### src/rtl/ata_reg_pkg.sv
package ata_reg_pkg;

  typedef enum logic [1:0] {
    PH_IDLE   = 2'd0,
    PH_SETUP  = 2'd1,
    PH_STROBE = 2'd2,
    PH_RECOV  = 2'd3
  } phase_e;

  // ceiling conversion of a nanosecond minimum to clock cycles
  function automatic int ns_to_cyc(input int ns, input int period_ns);
    return (ns + period_ns - 1) / period_ns;
  endfunction

  function automatic int imax(input int a, input int b);
    return (a > b) ? a : b;
  endfunction

endpackage

### src/rtl/ata_phase_cnt.sv
module ata_phase_cnt #(
  parameter int W = 8
) (
  input  logic         clk,
  input  logic         rst,
  input  logic         load,
  input  logic [W-1:0] load_val,
  output logic         zero
);
  logic [W-1:0] cnt;

  always_ff @(posedge clk) begin
    if (rst) begin
      cnt <= '0;
    end else if (load) begin
      cnt <= load_val;
    end else if (cnt != '0) begin
      cnt <= cnt - 1'b1;
    end
  end

  assign zero = (cnt == '0);
endmodule

### src/rtl/ata_rdy_gate.sv
module ata_rdy_gate
  import ata_reg_pkg::*;
#(
  parameter int SAMP_CYC  = 5,
  parameter int PULSE_CYC = 38,
  parameter int LIMIT_CYC = 1000
) (
  input  logic clk,
  input  logic rst,
  input  logic active,
  input  logic rdy,
  output logic stall,
  output logic abort,
  output logic pulse_met
);
  localparam int EL_TOP = imax(SAMP_CYC, PULSE_CYC) - 1;
  localparam int ELW    = $clog2(EL_TOP + 2);
  localparam int LW     = $clog2(LIMIT_CYC + 1);

  logic [ELW-1:0] el;
  logic           waiting;
  logic [LW-1:0]  wcnt;

  assign stall     = active && !rdy && (waiting || (el == ELW'(SAMP_CYC - 1)));
  assign abort     = stall && (wcnt == LW'(LIMIT_CYC - 1));
  assign pulse_met = (el >= ELW'(PULSE_CYC - 1));

  always_ff @(posedge clk) begin
    if (rst || !active) begin
      el      <= '0;
      waiting <= 1'b0;
      wcnt    <= '0;
    end else begin
      if (el != ELW'(EL_TOP)) el <= el + 1'b1;
      waiting <= stall;
      wcnt    <= stall ? wcnt + 1'b1 : '0;
    end
  end
endmodule

### src/rtl/ata_reg_xfer.sv
module ata_reg_xfer
  import ata_reg_pkg::*;
#(
  parameter int CLK_PERIOD_NS = 8,
  parameter int T_SETUP_NS    = 1000,
  parameter int T_PULSE_NS    = 300,
  parameter int T_RECOV_NS    = 900,
  parameter int T_HOLD_NS     = 900,
  parameter int T_CYCLE_NS    = 2000,
  parameter int T_RDY_NS      = 35,
  parameter int WAIT_LIMIT    = 1000
) (
  input  logic       clk,
  input  logic       rst,
  input  logic       cmd_valid,
  output logic       cmd_ready,
  input  logic       cmd_write,
  input  logic       cmd_blk,
  input  logic [2:0] cmd_reg,
  input  logic [7:0] cmd_wdata,
  output logic       rsp_done,
  output logic [7:0] rsp_rdata,
  output logic       rsp_err,
  output logic       ata_cmdblk_sel_n,
  output logic       ata_ctlblk_sel_n,
  output logic [2:0] ata_addr,
  output logic       ata_rd_n,
  output logic       ata_wr_n,
  output logic [7:0] ata_dout,
  output logic       ata_doe,
  input  logic [7:0] ata_din,
  input  logic       ata_rdy,
  output logic       dma_ack_n
);
  localparam int SETUP_CYC = imax(1, ns_to_cyc(T_SETUP_NS, CLK_PERIOD_NS));
  localparam int PULSE_CYC = imax(1, ns_to_cyc(T_PULSE_NS, CLK_PERIOD_NS));
  localparam int SAMP_CYC  = imax(1, ns_to_cyc(T_RDY_NS, CLK_PERIOD_NS));
  localparam int FILL_CYC  = ns_to_cyc(T_CYCLE_NS, CLK_PERIOD_NS) - SETUP_CYC - PULSE_CYC;
  localparam int REC_CYC   = imax(1, imax(FILL_CYC,
                               imax(ns_to_cyc(T_RECOV_NS, CLK_PERIOD_NS),
                                    ns_to_cyc(T_HOLD_NS, CLK_PERIOD_NS))));
  localparam int CW        = $clog2(imax(SETUP_CYC, REC_CYC) + 1);

  phase_e     phase;
  logic       op_write;
  logic       accept;
  logic       strobe_exit;
  logic       cnt_load;
  logic [CW-1:0] cnt_val;
  logic       cnt_zero;
  logic       stall, abort, pulse_met;
  logic       done_pend;

  assign accept      = (phase == PH_IDLE) && cmd_valid && cmd_ready;
  assign strobe_exit = (phase == PH_STROBE) && (abort || (pulse_met && !stall));
  assign cnt_load    = accept || strobe_exit;
  assign cnt_val     = (phase == PH_IDLE) ? CW'(SETUP_CYC - 1) : CW'(REC_CYC - 1);

  ata_phase_cnt #(.W(CW)) u_cnt (
    .clk      (clk),
    .rst      (rst),
    .load     (cnt_load),
    .load_val (cnt_val),
    .zero     (cnt_zero)
  );

  ata_rdy_gate #(
    .SAMP_CYC  (SAMP_CYC),
    .PULSE_CYC (PULSE_CYC),
    .LIMIT_CYC (WAIT_LIMIT)
  ) u_gate (
    .clk       (clk),
    .rst       (rst),
    .active    (phase == PH_STROBE),
    .rdy       (ata_rdy),
    .stall     (stall),
    .abort     (abort),
    .pulse_met (pulse_met)
  );

  always_ff @(posedge clk) begin
    if (rst) begin
      phase            <= PH_IDLE;
      op_write         <= 1'b0;
      cmd_ready        <= 1'b1;
      rsp_done         <= 1'b0;
      rsp_rdata        <= '0;
      rsp_err          <= 1'b0;
      done_pend        <= 1'b0;
      ata_cmdblk_sel_n <= 1'b1;
      ata_ctlblk_sel_n <= 1'b1;
      ata_addr         <= '0;
      ata_rd_n         <= 1'b1;
      ata_wr_n         <= 1'b1;
      ata_dout         <= '0;
      ata_doe          <= 1'b0;
      dma_ack_n        <= 1'b1;
    end else begin
      done_pend <= 1'b0;
      rsp_done  <= done_pend;
      dma_ack_n <= 1'b1;
      case (phase)
        PH_IDLE: begin
          if (accept) begin
            op_write         <= cmd_write;
            ata_cmdblk_sel_n <= cmd_blk;
            ata_ctlblk_sel_n <= !cmd_blk;
            ata_addr         <= cmd_reg;
            ata_dout         <= cmd_wdata;
            ata_doe          <= cmd_write;
            cmd_ready        <= 1'b0;
            phase            <= PH_SETUP;
          end
        end
        PH_SETUP: begin
          if (cnt_zero) begin
            if (op_write) ata_wr_n <= 1'b0;
            else          ata_rd_n <= 1'b0;
            phase <= PH_STROBE;
          end
        end
        PH_STROBE: begin
          if (strobe_exit) begin
            ata_rd_n  <= 1'b1;
            ata_wr_n  <= 1'b1;
            if (!op_write) rsp_rdata <= ata_din;
            rsp_err   <= abort;
            done_pend <= 1'b1;
            phase     <= PH_RECOV;
          end
        end
        PH_RECOV: begin
          if (cnt_zero) begin
            ata_cmdblk_sel_n <= 1'b1;
            ata_ctlblk_sel_n <= 1'b1;
            ata_doe          <= 1'b0;
            cmd_ready        <= 1'b1;
            phase            <= PH_IDLE;
          end
        end
        default: phase <= PH_IDLE;
      endcase
    end
  end
endmodule

### config.mk
export PLATFORM = sky130hd
export DESIGN_NAME = ata_reg_xfer
export DESIGN_NICKNAME = d
export VERILOG_FILES = /design/src/rtl/ata_reg_pkg.sv /design/src/rtl/ata_phase_cnt.sv /design/src/rtl/ata_rdy_gate.sv /design/src/rtl/ata_reg_xfer.sv
export SDC_FILE = /design/constraint.sdc
export NUM_CORES = 1
export LEC_CHECK = 0
export BUFFER_PORTS_ARGS = -buffer_cell sky130_fd_sc_hd__buf_4
export CAP_MARGIN = 20
export CELL_PAD_IN_SITES_DETAIL_PLACEMENT = 0
export CELL_PAD_IN_SITES_GLOBAL_PLACEMENT = 2
export CORE_MARGIN = 4
export CORE_UTILIZATION = 32
export CTS_CLUSTER_SIZE = 10
export DETAILED_ROUTE_END_ITERATION = 10
export GPL_TIMING_DRIVEN = 0
export PLACE_DENSITY = 0.87
export SLEW_MARGIN = 20
export SYNTH_ARGS = -nofsm -noshare
export SYNTH_HDL_FRONTEND = slang
export SYNTH_SLANG_ARGS = --single-unit
### constraint.sdc
create_clock -name clk -period 2.1 [get_ports clk]
set_input_delay 0.21 -clock clk [delete_from_list [all_inputs] [get_ports clk]]
set_output_delay 0.21 -clock clk [all_outputs]
set_load 0.005 [all_outputs]
# Word-level counts from Yosys, hierarchy flattened
# Cells that the tools add are included.
dict set report word_totals {
  output_inout_bits 28
  in_bits 25
  word_cells 93
  reg_bits 55
}
dict set report op_classes {
  bitwise 3
  muxes 26
  eq_ne 12
  reduce_logical 30
  n_lt_le_gt_ge 1
  add_sub_neg 3
}
# operator count
set ops {}
lappend ops {{7-bit two-way mux} 2}
lappend ops {{1-bit two-way mux} 12}
lappend ops {{2-bit inequality test, second input constant} 6}
lappend ops {{1-bit case mux with 2 select lines} 6}
lappend ops {{4-bit AND reduction} 3}
lappend ops {{10-bit by 1-bit adder with 10-bit output, second input constant} 1}
lappend ops {{10-bit equality test, second input constant} 1}
lappend ops {{2-bit two-way mux} 4}
lappend ops {{2-bit case mux with 4 select lines} 1}
lappend ops {{1-bit logical AND} 7}
lappend ops {{7-bit logical NOT} 1}
lappend ops {{7-bit nonzero test} 1}
lappend ops {{7-bit by 1-bit subtractor with 7-bit output, second input constant} 1}
lappend ops {{6-bit by 1-bit adder with 6-bit output, second input constant} 1}
lappend ops {{6-bit by 3-bit equality test with 1-bit output, second input constant} 1}
lappend ops {{6-bit greater-or-equal comparator, second input constant} 1}
lappend ops {{6-bit inequality test, second input constant} 1}
lappend ops {{3-bit AND reduction} 2}
lappend ops {{2-bit nonzero test} 3}
lappend ops {{2-bit equality test, second input constant} 2}
lappend ops {{1-bit logical NOT} 4}
lappend ops {{1-bit logical OR} 4}
lappend ops {{4-bit two-way mux} 1}
lappend ops {{2-bit AND reduction} 2}
lappend ops {{other kinds (4)} 7}

# Depth between registers and ports, before layout
# Gate-level depths: netlist (run 1).
dict set report logic_depth {
  ltp_word 9
  mapped_depth 8
  mapped_depth_nobuf 7
}

# Cells and area by module
# Synthesis (run 1) repeated with hierarchy kept, for this count alone.
dict set report hier_totals {
  cells_unflattened 290
  area_unflattened_um2 2529.9
}
# mod cells_each instances area_each_um2 seq_area_each_um2
set modules_own_cells {}
lappend modules_own_cells {ata_reg_xfer 151 1 1308.8 620.6}
lappend modules_own_cells {ata_rdy_gate 92 1 822.0 340.3}
lappend modules_own_cells {ata_phase_cnt 47 1 399.1 140.1}

# Least setup slack after synthesis (run 1)
# Ideal clock, no wire load.
dict set report synth_timing {
  kind {reg2reg}
  from {register u_cnt.cnt[0]}
  to {register ata_ctlblk_sel_n}
  synth_period_minus_slack_ps 1834
  required_ps 1961
  slack_ps 266
  setup_time_ps 139
  path_stages_with_launch 9
  t_arrival_ps 1695
  path_buffers 1
  cell_sequence {dfxtp_1 inv_1 ha_1 nand2b_1 or4_1 buf_2 a211o_1 nand2_1 o211ai_1}
}
dict set report synth_between {
  elab_chain_cells 3
}
# item line_no
set synth_lines {}
lappend synth_lines {{from (decl)} ata_phase_cnt.sv:10} ;# logic [W-1:0] cnt;
lappend synth_lines {{from (signal assigned)} ata_phase_cnt.sv:16} ;# cnt <= load_val;
lappend synth_lines {{from (signal assigned)} ata_phase_cnt.sv:18} ;# cnt <= cnt - 1'b1;
lappend synth_lines {{7-bit logical NOT} ata_phase_cnt.sv:22} ;# assign zero = (cnt == '0);
lappend synth_lines {{2-bit inequality test (no line)} -}
lappend synth_lines {{3-bit AND reduction (no line)} -}
lappend synth_lines {{to (signal assigned)} ata_reg_xfer.sv:107} ;# ata_ctlblk_sel_n <= !cmd_blk;
lappend synth_lines {{to (decl)} ata_reg_xfer.sv:25} ;# output logic ata_ctlblk_sel_n,
# Every way passes these cells.
# A chain may end at the register's enable or synchronous reset.

# Worst setup path after layout (run 1)
# Ends and elaborated chain as after synthesis.

==> flow_summary.ini, run 1 <==
[yosys]
avgSynthCellArea_um2 = 8.85
syn_inst = 282
syn-num-nets = 316
synth_seq_cells = 55
synth-seq-area-share = 0.441
async_reset_ff_frac = 0
synth_edf_count = 0
synth_area_mm2 = 0.00250
yosysUniqueCellTypes = 47
ys.flop_type = dfxtp_1
ys_warn_count = 0

[finish]
area_growth_pct = 25.3
nNetsFinal = 375
fin_cells = 441
diodes = 0
drive_gt1_frac = 0.228

[cts]
htree_levels = 2
cts_tree = built
clockBufferDepth = 2
holdBufCountCts = 0
cts.clk_slew.worst_paths_ns = 0.10
root_buffer = clkbuf_8
clock_latency_ns = 0.31
cts_buffers = 5
cts_sinks = 55

[power_and_ir_drop]
p_switching_mw = 1.02
powerDensity_mw_per_mm2 = 947
max-vdd-ir-drop_v = 0.000303
power_frac_seq = 0.443
p_clk_frac = 0.195
switching_share = 0.344
p_comb_frac = 0.363
p_int_mw = 1.94
p_leak_nw = 1.23

[setup_path]
r2r_setup_slack_ns = 0.14
arrival_ns = 2.14
crit_path_end_kind = flip-flop
worstPathMaxFanout = 8
r2r-end = ata_ctlblk_sel_n
timing.rr.start = u_cnt.cnt[0]
crit_path_start_kind = flip-flop
ff2ff_path_depth = 8
worstSetupPathType = reg -> reg
cp_data_required_time_ns = 2.28

[global_routing]
antenna_found_initial = 0
globalRouteOverflowTotal = 0
grt_pass1_wl_um = 8930
grt_max_degree = 17
grt_pass1_vias = 1922
grt.total_usage = 0.121

[drt]
detail_route.iter0.violations = 48
drtAntennaViolNets = 0
routedWlPerCell_um = 12.0
drt_first_pass_iters = 4
vias = 2007
routed_wl_um = 5290
drc = 0
viasPerCell = 4.55

[placement]
io_buffers = 50
pre_cts_ws_ns = -0.0110
hpwlAfterDp_um = 3990
gp_congestion = 0.744
dp.cells = 431

[timing]
clock-skew-final_ns = 0.00998
worst_slack_ns = 0.136
period_minus_slack_ns = 1.96
fin_crit_sh = 0.935
hold_violations = 0
whs_ns = 0.125
final_max_slew_viol_count = 0
tightest_slew_ns = 0.506
fmax_ghz = 0.509
finalSetupViolations = 0
slew_headroom = 0.663

[hold_path]
min_to = ata_ctlblk_sel_n
hold_depth = 2
min_from = cmd_blk
hold_class = in -> reg

[floorplanning]
die-area_mm2 = 0.00928
core-area_mm2 = 0.00741
die_h_um = 96.3
chipWidth_um = 96.3
ios = 53
initial_core_util = 0.337
rows = 31

[status]
outcome = finished clean

[job]
drv_cap = 0
-- state kept, by name, indices dropped and copies added (netlist names), 2 cells and up --
name and count:
ata_addr 3, ata_dout 8, phase 2, rsp_rdata 8, u_cnt.cnt 7, u_gate.el 6
u_gate.wcnt 10
-- power groups by stage --
stage	sequential, mW	combinational [mW]	clock, mW
final	1.31	1.07	0.576
after global routing	1.33	1.22	0.645
after CTS	1.31	1.03	0.608
after detailed placement	1.33	1.03	0
after global placement	1.32	1.02	0
after floorplan	1.32	0.718	0
-- cell type report --
cell class,count,area [µm²]
plain buffers,13,58.8
clock buffers,6,72.6
clock inverters,2,12.5
fillers,778,4280
inverters,13,48.8
multi-input cells,201,1320
flip-flops and latches,55,1100
well taps,99,124
repair buffers,52,390
-- synthesized netlist by cell type (3+ instances only) --
cell type / instances / share of area
dfxtp_1: 55 / 0.44
nand2_1: 36 / 0.054
nor2_1: 25 / 0.038
nand2b_1: 22 / 0.055
a21oi_1: 19 / 0.038
inv_1: 13 / 0.020
mux2i_1: 11 / 0.044
xnor2_1: 10 / 0.035
clkbuf_1: 9 / 0.014
ha_1: 9 / 0.045
xor2_1: 8 / 0.028
nand3_1: 7 / 0.014
o21ai_0: 6 / 0.012
and3_1: 4 / 0.010
nor3_1: 4 / 0.0080
nor2b_1: 3 / 0.0075
-- routing by layer --
| layer | track usage | vias up | share of wire |
|---|---|---|---|
| met5 | 0 | - | 0 |
| met4 | 0.0350 | 0 | 0.011 |
| met3 | 0.0297 | 6 | 0.044 |
| met2 | 0.202 | 25 | 0.49 |
| met1 | 0.156 | 910 | 0.45 |
| li1 | - | 1066 | - |
-- stage by stage --
step                 TNS, ns  total power, mW   util  area, µm²
finish                     0             2.96  0.422       3130
global route        -0.00240             3.20  0.422       3130
CTS                        0             2.95  0.416       3080
detailed placement   -0.0110             2.36  0.404       3000
global placement    -0.00927             2.35  0.404       3000
floorplan                  0             2.03      -       2500
-- cell families after synthesis --
group                      Yosys count  synth area share
AOI/OAI and AO/OA                   43             0.117
muxes                               11            0.0441
buffers and inverters               26            0.0431
xor gates and xnor gates            18            0.0632
DFF                                 55             0.441
adders and majority gates            9            0.0451
and+or+nand+nor                    119             0.245
other                                1           0.00150
-- cells in the final DEF (no fill, tap or decap), types with 4 or more instances in the layout --
cell      instances
o21ai_0           5
nand3_1           7
nand2b_1         21
xor2_1            8
dfxtp_1          55
a21oi_1          19
nor2_1           25
nand2_1          36
clkbuf_8          5
xnor2_1          10
ha_1              7
inv_1            13
buf_4            54
nor3_1            4
mux2i_1          11
clkbuf_1         10
and3_1            4
-- worst max path at each step --
stage / from / endpoint / slack [ns] / depth (start not counted)
2_1_floorplan: u_cnt.cnt[0] / ata_ctlblk_sel_n / 0.27 / 8
3_3_place_gp: u_gate.el[0] / rsp_rdata[3] / -0.008 / 8
3_5_place_dp: u_gate.el[0] / rsp_rdata[3] / -0.01 / 8
4_1_cts: u_gate.el[0] / rsp_rdata[3] / 0.03 / 8
5_1_grt: u_gate.el[0] / rsp_rdata[3] / -0.002 / 8
6_report: u_cnt.cnt[0] / ata_ctlblk_sel_n / 0.14 / 8
-- worst max-delay path, cell delays in order (launching register included) --
cell      delay [ns]
dfxtp_1         0.32
inv_1           0.13
ha_4            0.18
nand2b_4        0.07
or4_1           0.45
buf_2           0.19
a211o_1         0.33
nand2_1         0.08
o211ai_1        0.08
-- timing repair --
item / 4_1_cts / 5_1_grt
buffers inserted: 0 / 2
pin swaps: 0 / 1
setup endpoints to repair: 8 / 14
gates cloned: 0 / 0
gates resized for setup: 1 / 6
(Power assumes the default switching activity.)
==> run 2, diff against run 1 <==
- CORE_UTILIZATION: 32 -> 33
- CTS_BUF_LIST: not set -> sky130_fd_sc_hd__clkbuf_8
- PLACE_DENSITY: 0.87 -> 0.9
==> flow_summary.ini, run 2 (synthesis results as in run 1) <==
[floorplanning]
ios = 53
die_h_um = 95.0
chipWidth_um = 95.0
rows = 31
initial_core_util = 0.342
core-area_mm2 = 0.00729
die-area_mm2 = 0.00902

[cts]
cts.clk_slew.worst_paths_ns = 0.10
cts_tree = built
clockBufferDepth = 2
root_buffer = clkbuf_8
htree_levels = 2
cts_sinks = 55
clock_latency_ns = 0.31
cts_buffers = 5

[power_and_ir_drop]
p_leak_nw = 1.24
max-vdd-ir-drop_v = 0.000254
powerDensity_mw_per_mm2 = 955

[global_routing]
grt_pass1_wl_um = 8870
globalRouteOverflowTotal = 0
grt_pass1_vias = 1871
grt.total_usage = 0.122
antenna_found_initial = 0
grt_max_degree = 17

[finish]
fin_cells = 441
top_regs = u_gate.wcnt x10, ata_dout x8, rsp_rdata x8
top_register = u_gate.wcnt
fin_util = 0.432
diodes = 0
nNetsFinal = 375
drive_gt1_frac = 0.231
layout_common_cells = dfxtp_1 (55), buf_4 (54), nand2_1 (36)
final_common_cell = dfxtp_1
area_growth_pct = 26.1
largest_register_ffs = 10

[placement]
io_buffers = 50
dp.cells = 431
hpwlAfterDp_um = 3990
gp_congestion = 0.750

[job]
drv_cap = 0

[hold_path]
hold_class = in -> reg

[timing]
rsz0062_at_grt = true
finalSetupViolations = 0
period_minus_slack_ns = 1.99
fin_crit_sh = 0.948
fmax_ghz = 0.503
whs_ns = 0.110
final_max_slew_viol_count = 0
hold_violations = 0
clock-skew-final_ns = 0.0135

[setup_path]
crit_path_end_kind = flip-flop
worstSetupPathType = reg -> reg
cp_data_required_time_ns = 2.32
path_delay_family = simple AND/OR/NAND/NOR gates
r2r_setup_slack_ns = 0.11
worstPathMaxFanout = 8
arrival_ns = 2.21
crit_slowest_cell = or4_1
crit_path_start_kind = flip-flop
max_stage_delay_ns = 0.46
path_cells = inv_1, ha_4, nand2b_4, or4_1, clkbuf_4, a21oi_4, o21ai_2, a221oi_2
path_buf_inv = 2

[drt]
vias = 1980
routedWlPerCell_um = 12.1
drc = 0
drt_first_pass_iters = 3
detail_route.iter0.violations = 31
drtAntennaViolNets = 0
viasPerCell = 4.49
routed_wl_um = 5330

[status]
outcome = finished clean
-- run 2: cell count changes in the layout (fill, tap and decap cells not counted) --
cell,delta
buf_2,-1
clkinv_2,-1
clkbuf_4,+1
clkbuf_8,+1
clkinvlp_4,-1
nor4_1,-1
inv_1,+1
clkinv_4,+1
nor4_2,+1
clkbuf_1,-1
-- run 2: worst reg2reg max path, stage by stage, from the launching register on --
cell	delay, ns
dfxtp_1	0.32
inv_1	0.13
ha_4	0.18
nand2b_4	0.08
or4_1	0.46
clkbuf_4	0.19
a21oi_4	0.17
o21ai_2	0.10
a221oi_2	0.27
-- run 2: final cells by class --
class / count / area [µm²]
Tap cell: 99 / 124
Clock buffer: 6 / 82.6
Multi-Input combinational cell: 201 / 1330
Fill cell: 778 / 4150
Sequential cell: 55 / 1100
Buffer: 13 / 61.3
Timing Repair Buffer: 52 / 390
Inverter: 13 / 48.8
Clock inverter: 2 / 12.5
-- run 2: final timing paths --
path,cells after the start,startpoint,endpoint
setup / recovery,8,u_cnt.cnt[0],phase[0]
hold / removal,2,cmd_blk,ata_ctlblk_sel_n
setup reg to reg,8,u_cnt.cnt[0],phase[0]
hold reg to reg,2,ata_addr[0],ata_addr[0]
-- run 2: where the power goes --
group	leakage [nW]	total [mW]	switching (mW)	internal [mW]
logic	0.742	1.09	0.576	0.518
registers	0.448	1.31	0.112	1.20
clock network	0.0526	0.605	0.338	0.266
-- run 2: stage by stage --
step	TNS [ns]	setup WS, ns	total power, mW	cell area (µm²)
2_1_floorplan	0	0.266	2.03	2500
3_3_place_gp	-0.0744	-0.0137	2.35	3000
3_5_place_dp	-0.526	-0.0771	2.36	3000
4_1_cts	0	0.0309	2.98	3090
5_1_grt	-0.0283	-0.0162	3.22	3150
6_report	0	0.110	3.01	3150
-- run 2: what timing repair did --
action                     CTS  global route
setup buffers                0             2
hold buffers                 0             0
resized for setup            2             7
setup endpoints to repair    8            13
pin swaps                    0             1
-- run 2: routing by layer --
| layer | part of all wire | GRT usage |
|---|---|---|
| met1 | 0.48 | 0.161 |
| met2 | 0.48 | 0.203 |
| met3 | 0.024 | 0.0239 |
| met5 | 0 | 0 |
| met4 | 0.0068 | 0.0361 |
==> run 3, diff against run 2 <==
- CORE_MARGIN: 4 -> not set
==> flow_summary.ini, run 3 (synthesis results as in run 1) <==
[status]
outcome = finished clean

[timing]
period_minus_slack_ns = 1.98
clock-skew-final_ns = 0.00774
fmax_ghz = 0.505
fin_crit_sh = 0.942
rsz0062_at_grt = false
hold_violations = 0
finalSetupViolations = 0
slew_headroom = 0.656
final_max_slew_viol_count = 0
tightest_slew_ns = 0.516

[floorplanning]
core-area_mm2 = 0.00729
die-area_mm2 = 0.00792
die_h_um = 89.0
rows = 31
ios = 53
chipWidth_um = 89.0
initial_core_util = 0.342

[global_routing]
grt_pass1_wl_um = 8390
grt_pass1_vias = 1880
grt.total_usage = 0.138
antenna_found_initial = 0
globalRouteOverflowTotal = 0
grt_max_degree = 17

[job]
drv_cap = 0

[drt]
drt_first_pass_iters = 4
viasPerCell = 4.47
drc = 0
drtAntennaViolNets = 0
vias = 1973
routed_wl_um = 5200
routedWlPerCell_um = 11.8
detail_route.iter0.violations = 75

[hold_path]
min_from = cmd_blk
min_to = ata_ctlblk_sel_n
hold_depth = 2
hold_class = in -> reg

[cts]
clockBufferDepth = 2
cts_sinks = 55
cts.clk_slew.worst_paths_ns = 0.10
root_buffer = clkbuf_8
clock_latency_ns = 0.31
htree_levels = 2
holdBufCountCts = 0
cts_buffers = 5
cts_tree = built

[power_and_ir_drop]
powerDensity_mw_per_mm2 = 955
design_power_total_mw = 3.00
max-vdd-ir-drop_v = 0.000384
p_leak_nw = 1.24

[finish]
nNetsFinal = 375
top_regs = u_gate.wcnt x10, ata_dout x8, rsp_rdata x8
top_register = u_gate.wcnt
largest_register_ffs = 10
fin_cells = 441
diodes = 0
drive_gt1_frac = 0.228
layout_common_cells = dfxtp_1 (55), buf_4 (54), nand2_1 (36)
area_growth_pct = 25.7
final_common_cell = dfxtp_1
n_fill_cell = 762

[placement]
hpwlAfterDp_um = 3750
io_buffers = 50
gp_congestion = 0.763
dp.cells = 431

[setup_path]
arrival_ns = 2.16
worstPathMaxFanout = 8
worstSetupPathType = reg -> reg
timing.rr.start = u_cnt.cnt[0]
r2r_setup_slack_ns = 0.12
crit_path_start_kind = flip-flop
ff2ff_path_depth = 8
crit_path_end_kind = flip-flop
cp_data_required_time_ns = 2.28
r2r-end = ata_ctlblk_sel_n
==> run 3: layout make-up <==
type / count / area, µm² / area share
Inverter: 13 / 48.8 / 0.0156
Clock buffer: 6 / 82.6 / 0.0263
Clock inverter: 2 / 12.5 / 0.00399
Sequential cell: 55 / 1100 / 0.351
Buffer: 13 / 58.8 / 0.0187
Timing Repair Buffer: 52 / 390 / 0.124
Tap cell: 99 / 124 / 0.0395
Multi-Input combinational cell: 201 / 1320 / 0.421
==> run 3: critical path, stage by stage, from the launching register on <==
cell and delay, ns:
dfxtp_1 0.33, inv_1 0.13, ha_4 0.18, nand2b_4 0.08, or4_1 0.45, buf_2 0.19, a211o_1 0.35, nand2_1 0.08
o211ai_1 0.08
==> run 3: how the worst max path moves through the flow <==
stage            startpoint                to  slack, ns
5_1_grt            phase[0]       ata_dout[2]       0.02
6_report       u_cnt.cnt[0]  ata_ctlblk_sel_n       0.12
4_1_cts        u_cnt.cnt[0]  ata_ctlblk_sel_n       0.03
3_5_place_dp   u_gate.el[0]      rsp_rdata[4]      -0.02
3_3_place_gp   u_gate.el[0]      rsp_rdata[2]      -0.02
2_1_floorplan  u_cnt.cnt[0]  ata_ctlblk_sel_n       0.27
==> run 3: metrics by stage <==
stage / hold WS [ns] / area [µm²] / util / worst slack, ns / setup TNS [ns]
after global routing: 0.102 / 3140 / 0.430 / 0.0226 / 0
after floorplan: 0.335 / 2500 / - / 0.266 / 0
after global placement: 0.427 / 3000 / 0.411 / -0.0198 / -0.135
after CTS: 0.0983 / 3090 / 0.424 / 0.0291 / 0
final: 0.110 / 3140 / 0.430 / 0.121 / 0
after detailed placement: 0.442 / 3000 / 0.411 / -0.0243 / -0.0525
==> run 3: power breakdown <==
| part | switching [mW] | total, mW | internal (mW) | leakage (nW) |
|---|---|---|---|---|
| sequential | 0.112 | 1.31 | 1.20 | 0.448 |
| combinational | 0.570 | 1.08 | 0.513 | 0.741 |
| clock | 0.340 | 0.606 | 0.266 | 0.0526 |
| total | 1.02 | 3.00 | 1.98 | 1.24 |
==> run 3: repair_timing <==
| action | in CTS | in global routing |
|---|---|---|
| pin swaps | 0 | 1 |
| buffers inserted | 0 | 2 |
| endpoints found under the setup margin | 8 | 14 |
| gates resized for setup | 1 | 6 |
==> run 3: routing by layer <==
metal | vias to the layer above | part of all wire | track usage | wire (µm)
met2 | 21 | 0.50 | 0.252 | 2610
met5 | - | 0 | 0 | 0
met3 | 6 | 0.021 | 0.0222 | 108
met4 | 0 | 0.017 | 0.0519 | 87
met1 | 891 | 0.46 | 0.164 | 2390
li1 | 1055 | - | - | -
